--- src/rtl/nr4sd_pkg.sv ---
package nr4sd_pkg;

  // Top digit code: sign plus one-hot-or-zero magnitude.
  typedef struct packed {
    logic neg;
    logic mag2;
    logic mag1;
  } msd_code_t;

  // Plain half adder, returns {carry, sum}; sum carries weight +1.
  function automatic logic [1:0] half_add(input logic a, input logic b);
    return {a & b, a ^ b};
  endfunction

  // Half adder whose sum carries weight -1: 2*carry - sum = a + b.
  function automatic logic [1:0] half_add_negsum(input logic a, input logic b);
    return {a | b, a ^ b};
  endfunction

  // Top digit: value = -2*top + nxt + cin, range -2..+2.
  function automatic msd_code_t booth_msd(input logic top, input logic nxt,
                                          input logic cin);
    logic [1:0] low;
    msd_code_t  r;
    low = {1'b0, nxt} + {1'b0, cin};
    r   = '0;
    if (!top) begin
      r.mag1 = (low == 2'd1);
      r.mag2 = (low == 2'd2);
    end else begin
      r.neg  = (low != 2'd2);
      r.mag2 = (low == 2'd0);
      r.mag1 = (low == 2'd1);
    end
    return r;
  endfunction

endpackage

--- src/rtl/nr4sd_lo_cell.sv ---
module nr4sd_lo_cell (
  input  logic b_even,
  input  logic b_odd,
  input  logic c_in,
  output logic n_even,
  output logic n_odd,
  output logic c_mid,
  output logic c_out
);
  logic [1:0] lo_pair;
  logic [1:0] hi_pair;

  assign lo_pair = nr4sd_pkg::half_add(b_even, c_in);
  assign n_even  = lo_pair[0];
  assign c_mid   = lo_pair[1];

  assign hi_pair = nr4sd_pkg::half_add_negsum(b_odd, c_mid);
  assign n_odd   = hi_pair[0];
  assign c_out   = hi_pair[1];
endmodule

--- src/rtl/nr4sd_msd_enc.sv ---
module nr4sd_msd_enc (
  input  logic                  b_top,
  input  logic                  b_next,
  input  logic                  c_in,
  output nr4sd_pkg::msd_code_t  code
);
  assign code = nr4sd_pkg::booth_msd(b_top, b_next, c_in);
endmodule

--- src/rtl/nr4sd_chain.sv ---
module nr4sd_chain #(
  parameter int WIDTH = 8
) (
  input  logic [WIDTH-1:0] coef,
  output logic [WIDTH:0]   word,
  output logic [WIDTH/2-2:0] c_in_v,
  output logic [WIDTH/2-2:0] c_mid_v,
  output logic [WIDTH/2-2:0] n_even_v,
  output logic [WIDTH/2-2:0] n_odd_v,
  output logic [WIDTH/2-2:0] c_out_v
);
  localparam int NLO = WIDTH/2 - 1;

  logic [NLO:0]          carry;
  nr4sd_pkg::msd_code_t  msd;

  assign carry[0] = 1'b0;

  for (genvar j = 0; j < NLO; j++) begin : g_lo
    nr4sd_lo_cell u_cell (
      .b_even (coef[2*j]),
      .b_odd  (coef[2*j+1]),
      .c_in   (carry[j]),
      .n_even (n_even_v[j]),
      .n_odd  (n_odd_v[j]),
      .c_mid  (c_mid_v[j]),
      .c_out  (carry[j+1])
    );
    assign word[2*j+1:2*j] = {n_odd_v[j], n_even_v[j]};
  end

  nr4sd_msd_enc u_msd (
    .b_top  (coef[WIDTH-1]),
    .b_next (coef[WIDTH-2]),
    .c_in   (carry[NLO]),
    .code   (msd)
  );
  assign word[WIDTH:WIDTH-2] = msd;

  assign c_in_v  = carry[NLO-1:0];
  assign c_out_v = carry[NLO:1];
endmodule

--- src/rtl/nr4sd_coef_encoder.sv ---
module nr4sd_coef_encoder #(
  parameter int WIDTH = 8
) (
  input  logic             clk,
  input  logic             rst_n,
  input  logic             in_valid,
  input  logic [WIDTH-1:0] coef,
  output logic             out_valid,
  output logic [WIDTH:0]   digits
);
  localparam int NLO   = WIDTH/2 - 1;
  localparam int OUT_W = 2*NLO + 3;

  if (WIDTH < 4 || (WIDTH % 2) != 0 || OUT_W != WIDTH + 1) begin : g_bad_width
    $error("nr4sd_coef_encoder: WIDTH must be even and at least 4");
  end

  logic [WIDTH:0] enc_word;
  logic [NLO-1:0] lo_c_in;
  logic [NLO-1:0] lo_c_mid;
  logic [NLO-1:0] lo_n_even;
  logic [NLO-1:0] lo_n_odd;
  logic [NLO-1:0] lo_c_out;

  nr4sd_chain #(.WIDTH(WIDTH)) u_chain (
    .coef     (coef),
    .word     (enc_word),
    .c_in_v   (lo_c_in),
    .c_mid_v  (lo_c_mid),
    .n_even_v (lo_n_even),
    .n_odd_v  (lo_n_odd),
    .c_out_v  (lo_c_out)
  );

  always_ff @(posedge clk) begin
    if (!rst_n) begin
      out_valid <= 1'b0;
      digits    <= '0;
    end else begin
      out_valid <= in_valid;
      if (in_valid) digits <= enc_word;
    end
  end
endmodule

--- config.mk ---
export PLATFORM = sky130hd
export DESIGN_NAME = nr4sd_coef_encoder
export DESIGN_NICKNAME = d
export VERILOG_FILES = /design/src/rtl/nr4sd_pkg.sv /design/src/rtl/nr4sd_lo_cell.sv /design/src/rtl/nr4sd_msd_enc.sv /design/src/rtl/nr4sd_chain.sv /design/src/rtl/nr4sd_coef_encoder.sv
export SDC_FILE = /design/constraint.sdc
export NUM_CORES = 1
export LEC_CHECK = 0
export BUFFER_PORTS_ARGS = -buffer_cell sky130_fd_sc_hd__buf_4
export CORE_AREA = 2 2 39 41
export CTS_CLUSTER_DIAMETER = 60
export CTS_CLUSTER_SIZE = 30
export DETAILED_ROUTE_END_ITERATION = 16
export DIE_AREA = 0 0 41 43
export PLACE_DENSITY = 0.7
export SLEW_MARGIN = 15
export SYNTH_ARGS = -nofsm -noshare
export SYNTH_HDL_FRONTEND = slang
export SYNTH_SLANG_ARGS = --single-unit
--- constraint.sdc ---
create_clock -name clk -period 2.04 [get_ports clk]
set_input_delay 0.306 -clock clk [delete_from_list [all_inputs] [get_ports clk]]
set_output_delay 0.306 -clock clk [all_outputs]
set_load 0.05 [all_outputs]
==> results of run 1 <==
==> cell usage after synthesis <==
library cell / count
nand3b_1: 1
and2_2: 1
inv_1: 7
a21oi_1: 1
mux2i_1: 8
nor2b_1: 7
dfxtp_1: 10
nand2b_1: 1
o21ai_0: 1
a21boi_1: 1
buf_6: 1
ha_1: 6
==> worst max-delay path: stages <==
cell,delay [ns]
buf_4,0.11
ha_1,0.18
inv_1,0.05
ha_1,0.13
inv_1,0.04
ha_1,0.16
inv_1,0.05
ha_1,0.15
inv_1,0.05
ha_1,0.18
nand3b_1,0.16
a21boi_1,0.13
==> registers in the layout (all words and copies together), names as in the netlist <==
| signal | cells |
|---|---|
| digits | 9 |
| out_valid | 1 |
==> per-stage QoR <==
step,util,instance area [um^2],setup slack [ns],power (uW),instances
6_report,0.485,671,0.561,516,84
5_1_grt,0.485,671,0.410,547,84
4_1_cts,0.485,671,0.557,527,84
3_5_place_dp,0.458,634,0.278,348,80
3_3_place_gp,0.458,634,0.291,347,80
2_1_floorplan,-,475,0.472,304,45
==> cells by family after synthesis <==
kind of cell | Yosys count | share of synthesized area
buffers and inverters | 8 | 0.0790
AOI/OAI and AO/OA | 3 | 0.0368
adders and majority gates | 6 | 0.158
DFF | 10 | 0.421
and+or+nand+nor | 10 | 0.137
muxes | 8 | 0.168
==> metal layers <==
metal,GRT usage,vias to the layer above,share of wire
met5,0,-,0
met4,0.0800,0,0.012
met3,0.0314,2,0.12
met1,0.130,159,0.43
li1,-,194,-
met2,0.138,15,0.44
==> power groups by stage <==
stage	logic (uW)	registers, uW	clock network [uW]
2_1_floorplan	37.0	267	0
3_3_place_gp	127	220	0
3_5_place_dp	128	220	0
4_1_cts	128	216	183
5_1_grt	137	217	193
6_report	126	215	175
==> placed cells by master, fill, tap and decap left out, drive strengths merged <==
master	n
ha	6
nand3b	1
a21boi	1
nand2b	1
buf	20
mux2i	8
clkbuf	4
dfxtp	10
o21ai	1
and2	1
nor2b	7
inv	7
a21oi	1
==> cell type report <==
class,count,area [um^2],area share
inverter,7,26.3,0.0392
tap,16,20.0,0.0299
sequential,10,200,0.299
multi-input combinational,27,238,0.354
clock buffer,4,36.3,0.0541
timing repair buffer,20,150,0.224
==> how the worst min path moves through the flow <==
stage / start / end / slack (ns)
floorplan: rst_n / digits[0] / 0.43
global placement: digits[8] / digits[8] / 0.46
detailed placement: digits[8] / digits[8] / 0.46
CTS: coef[0] / digits[0] / 0.30
global route: coef[0] / digits[0] / 0.31
finish: coef[0] / digits[0] / 0.30
==> flow_summary.ini, run 1 <==
[outcome]
status = finished clean

[global_route]
grt_pass1_vias = 309
grt-ovfl-total = 0
grt_usage = 0.103
antenna_found_initial = 0
grt_pass1_wl_um = 1190
grt_max_degree = 13

[sta]
rsz0062_at_grt = false
skew_ns = 0
finalSetupViolCount = 0
drv_slew = 0
hold_ws_ns = 0.305
max_freq_mhz = 676
finalCritPeriodShare = 0.725
finalHoldViolations = 0
tightest_slew_ns = 0.130
slew_headroom = 0.911
setup_tns_ns = 0
period_minus_slack_ns = 1.48

[setup_path]
start_kind = input pin
crit_type = input pin to flop
reg2reg_slack_ns = 1.40
setup.worst_path.start = coef[1]
worst_setup_path_end_kind = flop
r2r-start = digits[7]
r2r_end = digits[7]
worstSetupEndpoint = digits[8]
path_max_fanout = 2
cp.arrival_ns = 1.67
reg2regPathDepth = 2
required_ns = 2.24

[route]
drc = 0
firstDrtPassIters = 4
wl_um = 773
vias = 370
ant_nets = 0
avgRoutedWirePerCell_um = 9.20
drt-initial-drc-count = 4
routed_via_density = 4.40

[min_path]
min_path_type = input pin to flop
min_path_cells = 3

[clock_network]
clk_pin_slew_ns = 0.07
postCtsHoldBufs = 0
cts_tree = yes
htreeDepth = 1
root_buffer = clkbuf_4
clockBufferDepth = 2
worstSkewPairLatency_ns = 0.26
clock-sinks = 10
cts_resized = 0
cts_buffers = 3
cts_setup_buffers = 0

[logic_synthesis]
yosysTopAreaCell = dfxtp_1
synth.cell_area_um2 = 475
synth_seq_area_share = 0.421
netlist.area_leader.share = 0.421
synth_nets = 62
syn_area_per_cell_um2 = 10.6
synth_cell_type_count = 12
yosys_warnings = 0
syn_inst = 45
synthTopCellsByArea = dfxtp_1 42%, mux2i_1 17%, ha_1 16%
synth-seq-cells = 10

[flow_run]
cap_violations = 0

[floorplanning]
coreArea_mm2 = 0.00138
floorplan.initialDensity = 0.344
die_h_um = 43
fp.dieW_um = 41
rows = 14
ios = 21
die-area_mm2 = 0.00176

[pwr]
p_per_area_mw_per_mm2 = 769
ir_worst_vdd_mv = 0.395
swShare = 0.287
p_int_uw = 368
leakagePower_uw = 0.000350
pwr-share-seq = 0.417
combPwrFrac = 0.244
clockPowerShare = 0.339
switchingPower_uw = 148

[final_layout]
nNetsFinal = 86
antennaDiodeCount = 0
fillers = 141
drive_gt1_frac = 0.368
syn_to_final_growth_pct = 41.1

[place]
place_congestion = 0.590
portBuffers = 20
Power figures use the tool's default switching activity.
==> run 2, diff against run 1 <==
--- a/config.mk
+++ b/config.mk
@@ -5,13 +5,14 @@
 export SDC_FILE = /design/constraint.sdc
 export NUM_CORES = 1
 export LEC_CHECK = 0
+export ABC_AREA = 1
 export BUFFER_PORTS_ARGS = -buffer_cell sky130_fd_sc_hd__buf_4
 export CORE_AREA = 2 2 39 41
 export CTS_CLUSTER_DIAMETER = 60
 export CTS_CLUSTER_SIZE = 30
 export DETAILED_ROUTE_END_ITERATION = 16
 export DIE_AREA = 0 0 41 43
-export PLACE_DENSITY = 0.7
+export PLACE_DENSITY = 0.68
 export SLEW_MARGIN = 15
 export SYNTH_ARGS = -nofsm -noshare
 export SYNTH_HDL_FRONTEND = slang
==> constraint.sdc (replaced) <==
create_clock -name clk -period 1.5 [get_ports clk]
set_input_delay 0.225 -clock clk [delete_from_list [all_inputs] [get_ports clk]]
set_output_delay 0.225 -clock clk [all_outputs]
set_load 0.05 [all_outputs]
==> flow_summary.ini, run 2 <==
[outcome]
status = finished clean

[global_route]
antenna_found_initial = 0
grt_pass1_wl_um = 1430
grt_usage = 0.121
grt_pass1_vias = 386
grt_max_degree = 13
grt-ovfl-total = 0

[floorplanning]
floorplan.initialDensity = 0.327
die-area_mm2 = 0.00176
rows = 14
die_h_um = 43
coreArea_mm2 = 0.00138
fp.dieW_um = 41
ios = 21

[logic_synthesis]
synth-seq-cells = 10
synth-edff-count = 0
synth.top_cells.by_count = 18 x nor2_1, 10 x dfxtp_1, 10 x inv_1
netlist.area_leader.share = 0.442
syn_inst = 58
synthTopCellsByArea = dfxtp_1 44%, ha_1 17%, nor2_1 15%
yosysTopAreaCell = dfxtp_1
yosys_warnings = 0
synth_nets = 75
synth.cell_area_um2 = 453
synth_flop_cell = dfxtp_1
synthArstFlopShare = 0
synth_seq_area_share = 0.442
syn_area_per_cell_um2 = 7.81
yosysMostFrequentCell = nor2_1
synth_cell_type_count = 8

[flow_run]
cap_violations = 0

[sta]
skew_ns = 0
finalCritPeriodShare = 0.919
drv_slew = 0
rsz0062_at_grt = false
max_freq_mhz = 725
finalSetupViolCount = 0
hold_ws_ns = 0.196
finalHoldViolations = 0
period_minus_slack_ns = 1.38
setup_tns_ns = 0
slew_headroom = 0.838
tightest_slew_ns = 0.243

[clock_network]
htreeDepth = 1
worstSkewPairLatency_ns = 0.26
clk_pin_slew_ns = 0.06
clockBufferDepth = 2
clock-sinks = 10
root_buffer = clkbuf_4
cts_tree = yes
cts_buffers = 3

[setup_path]
required_ns = 1.66
r2r-start = digits[7]
setup.worst_path.start = coef[1]
r2r_end = digits[7]
cp.arrival_ns = 1.53
reg2reg_slack_ns = 0.87
crit_type = input pin to flop
path_max_fanout = 2
worst_setup_path_end_kind = flop
start_kind = input pin
reg2regPathDepth = 2

[final_layout]
top_regs = digits x9, out_valid x1
antennaDiodeCount = 0
largest_reg_flops = 9
top_register = digits
final_common_cell = buf_4
drive_gt1_frac = 0.321
fillers = 144
syn_to_final_growth_pct = 44.2
nNetsFinal = 99
layout_common_cells = 20 x buf_4, 18 x nor2_1, 10 x inv_1, 10 x dfxtp_1, 9 x o21ai_0
utilization = 0.472

[place]
place_congestion = 0.652
portBuffers = 20
dpl.hpwl_um = 653

[min_path]
min_path_type = input pin to flop
min_to = digits[0]
holdCritStartpoint = coef[0]
min_path_cells = 3

[route]
ant_nets = 0
wl_um = 869
routed_via_density = 4.47
avgRoutedWirePerCell_um = 8.96
drt-initial-drc-count = 8
firstDrtPassIters = 3
vias = 434
drc = 0

[pwr]
p_per_area_mw_per_mm2 = 1080
total_power_uw = 707
leakagePower_uw = 0.000350
ir_worst_vdd_mv = 0.469
[run 2: layout make-up]
class,instances,area (um^2),area share
multi-input combinational,37,209,0.320
sequential,10,200,0.307
timing repair buffer,20,150,0.230
inverter,10,37.5,0.0575
clock buffer,4,36.3,0.0556
tap,16,20.0,0.0307
[run 2: cells by family after synthesis]
group,count (synthesis),synth area share
buffers and inverters,11,0.108
DFF,10,0.442
AOI/OAI and AO/OA,10,0.110
and+or+nand+nor,21,0.174
adders and majority gates,6,0.166
[run 2: worst max-delay path: stages]
cell and delay [ns]:
buf_4 0.11, ha_2 0.17, inv_1 0.05, ha_1 0.13
inv_1 0.04, ha_1 0.16, inv_1 0.05, ha_2 0.16
inv_1 0.04, ha_1 0.16, inv_1 0.07, nor2_1 0.04
nor2_1 0.08, nor2_1 0.04
[run 2: worst max path at each step]
stage               slack (ns)   endpoint  cells after the start
finish                    0.12  digits[7]                     14
global route              0.01  digits[7]                     14
CTS                       0.08  digits[7]                     14
detailed placement       -0.20  digits[7]                     14
global placement         -0.15  digits[7]                     14
floorplan                 0.02  digits[7]                     13
[run 2: stage by stage]
| step | cell area [um^2] | instances | worst slack, ns |
|---|---|---|---|
| after global placement | 612 | 93 | -0.152 |
| after detailed placement | 612 | 93 | -0.199 |
| after floorplan | 453 | 58 | 0.0244 |
| final | 653 | 97 | 0.121 |
| after global routing | 653 | 97 | 0.0105 |
| after CTS | 648 | 97 | 0.0842 |
[run 2: layer usage]
layer | GRT usage | share of wire | vias to the layer above
li1 | - | - | 225
met1 | 0.123 | 0.42 | 191
met2 | 0.191 | 0.46 | 18
met3 | 0.0628 | 0.12 | 0
met4 | 0.0600 | 0 | 0
met5 | 0 | 0 | -
[run 2: repair_timing]
item                                   CTS  global route
endpoints found under the hold margin    0             0
gates resized for setup                  0             2
hold buffers                             0             0
setup endpoints to repair                0             1
buffers inserted                         0             0
[run 2: report_power, final]
part	internal (uW)	total (uW)	switching (uW)
sequential	285	294	8.45
clock	147	238	91.0
combinational	61.9	175	113
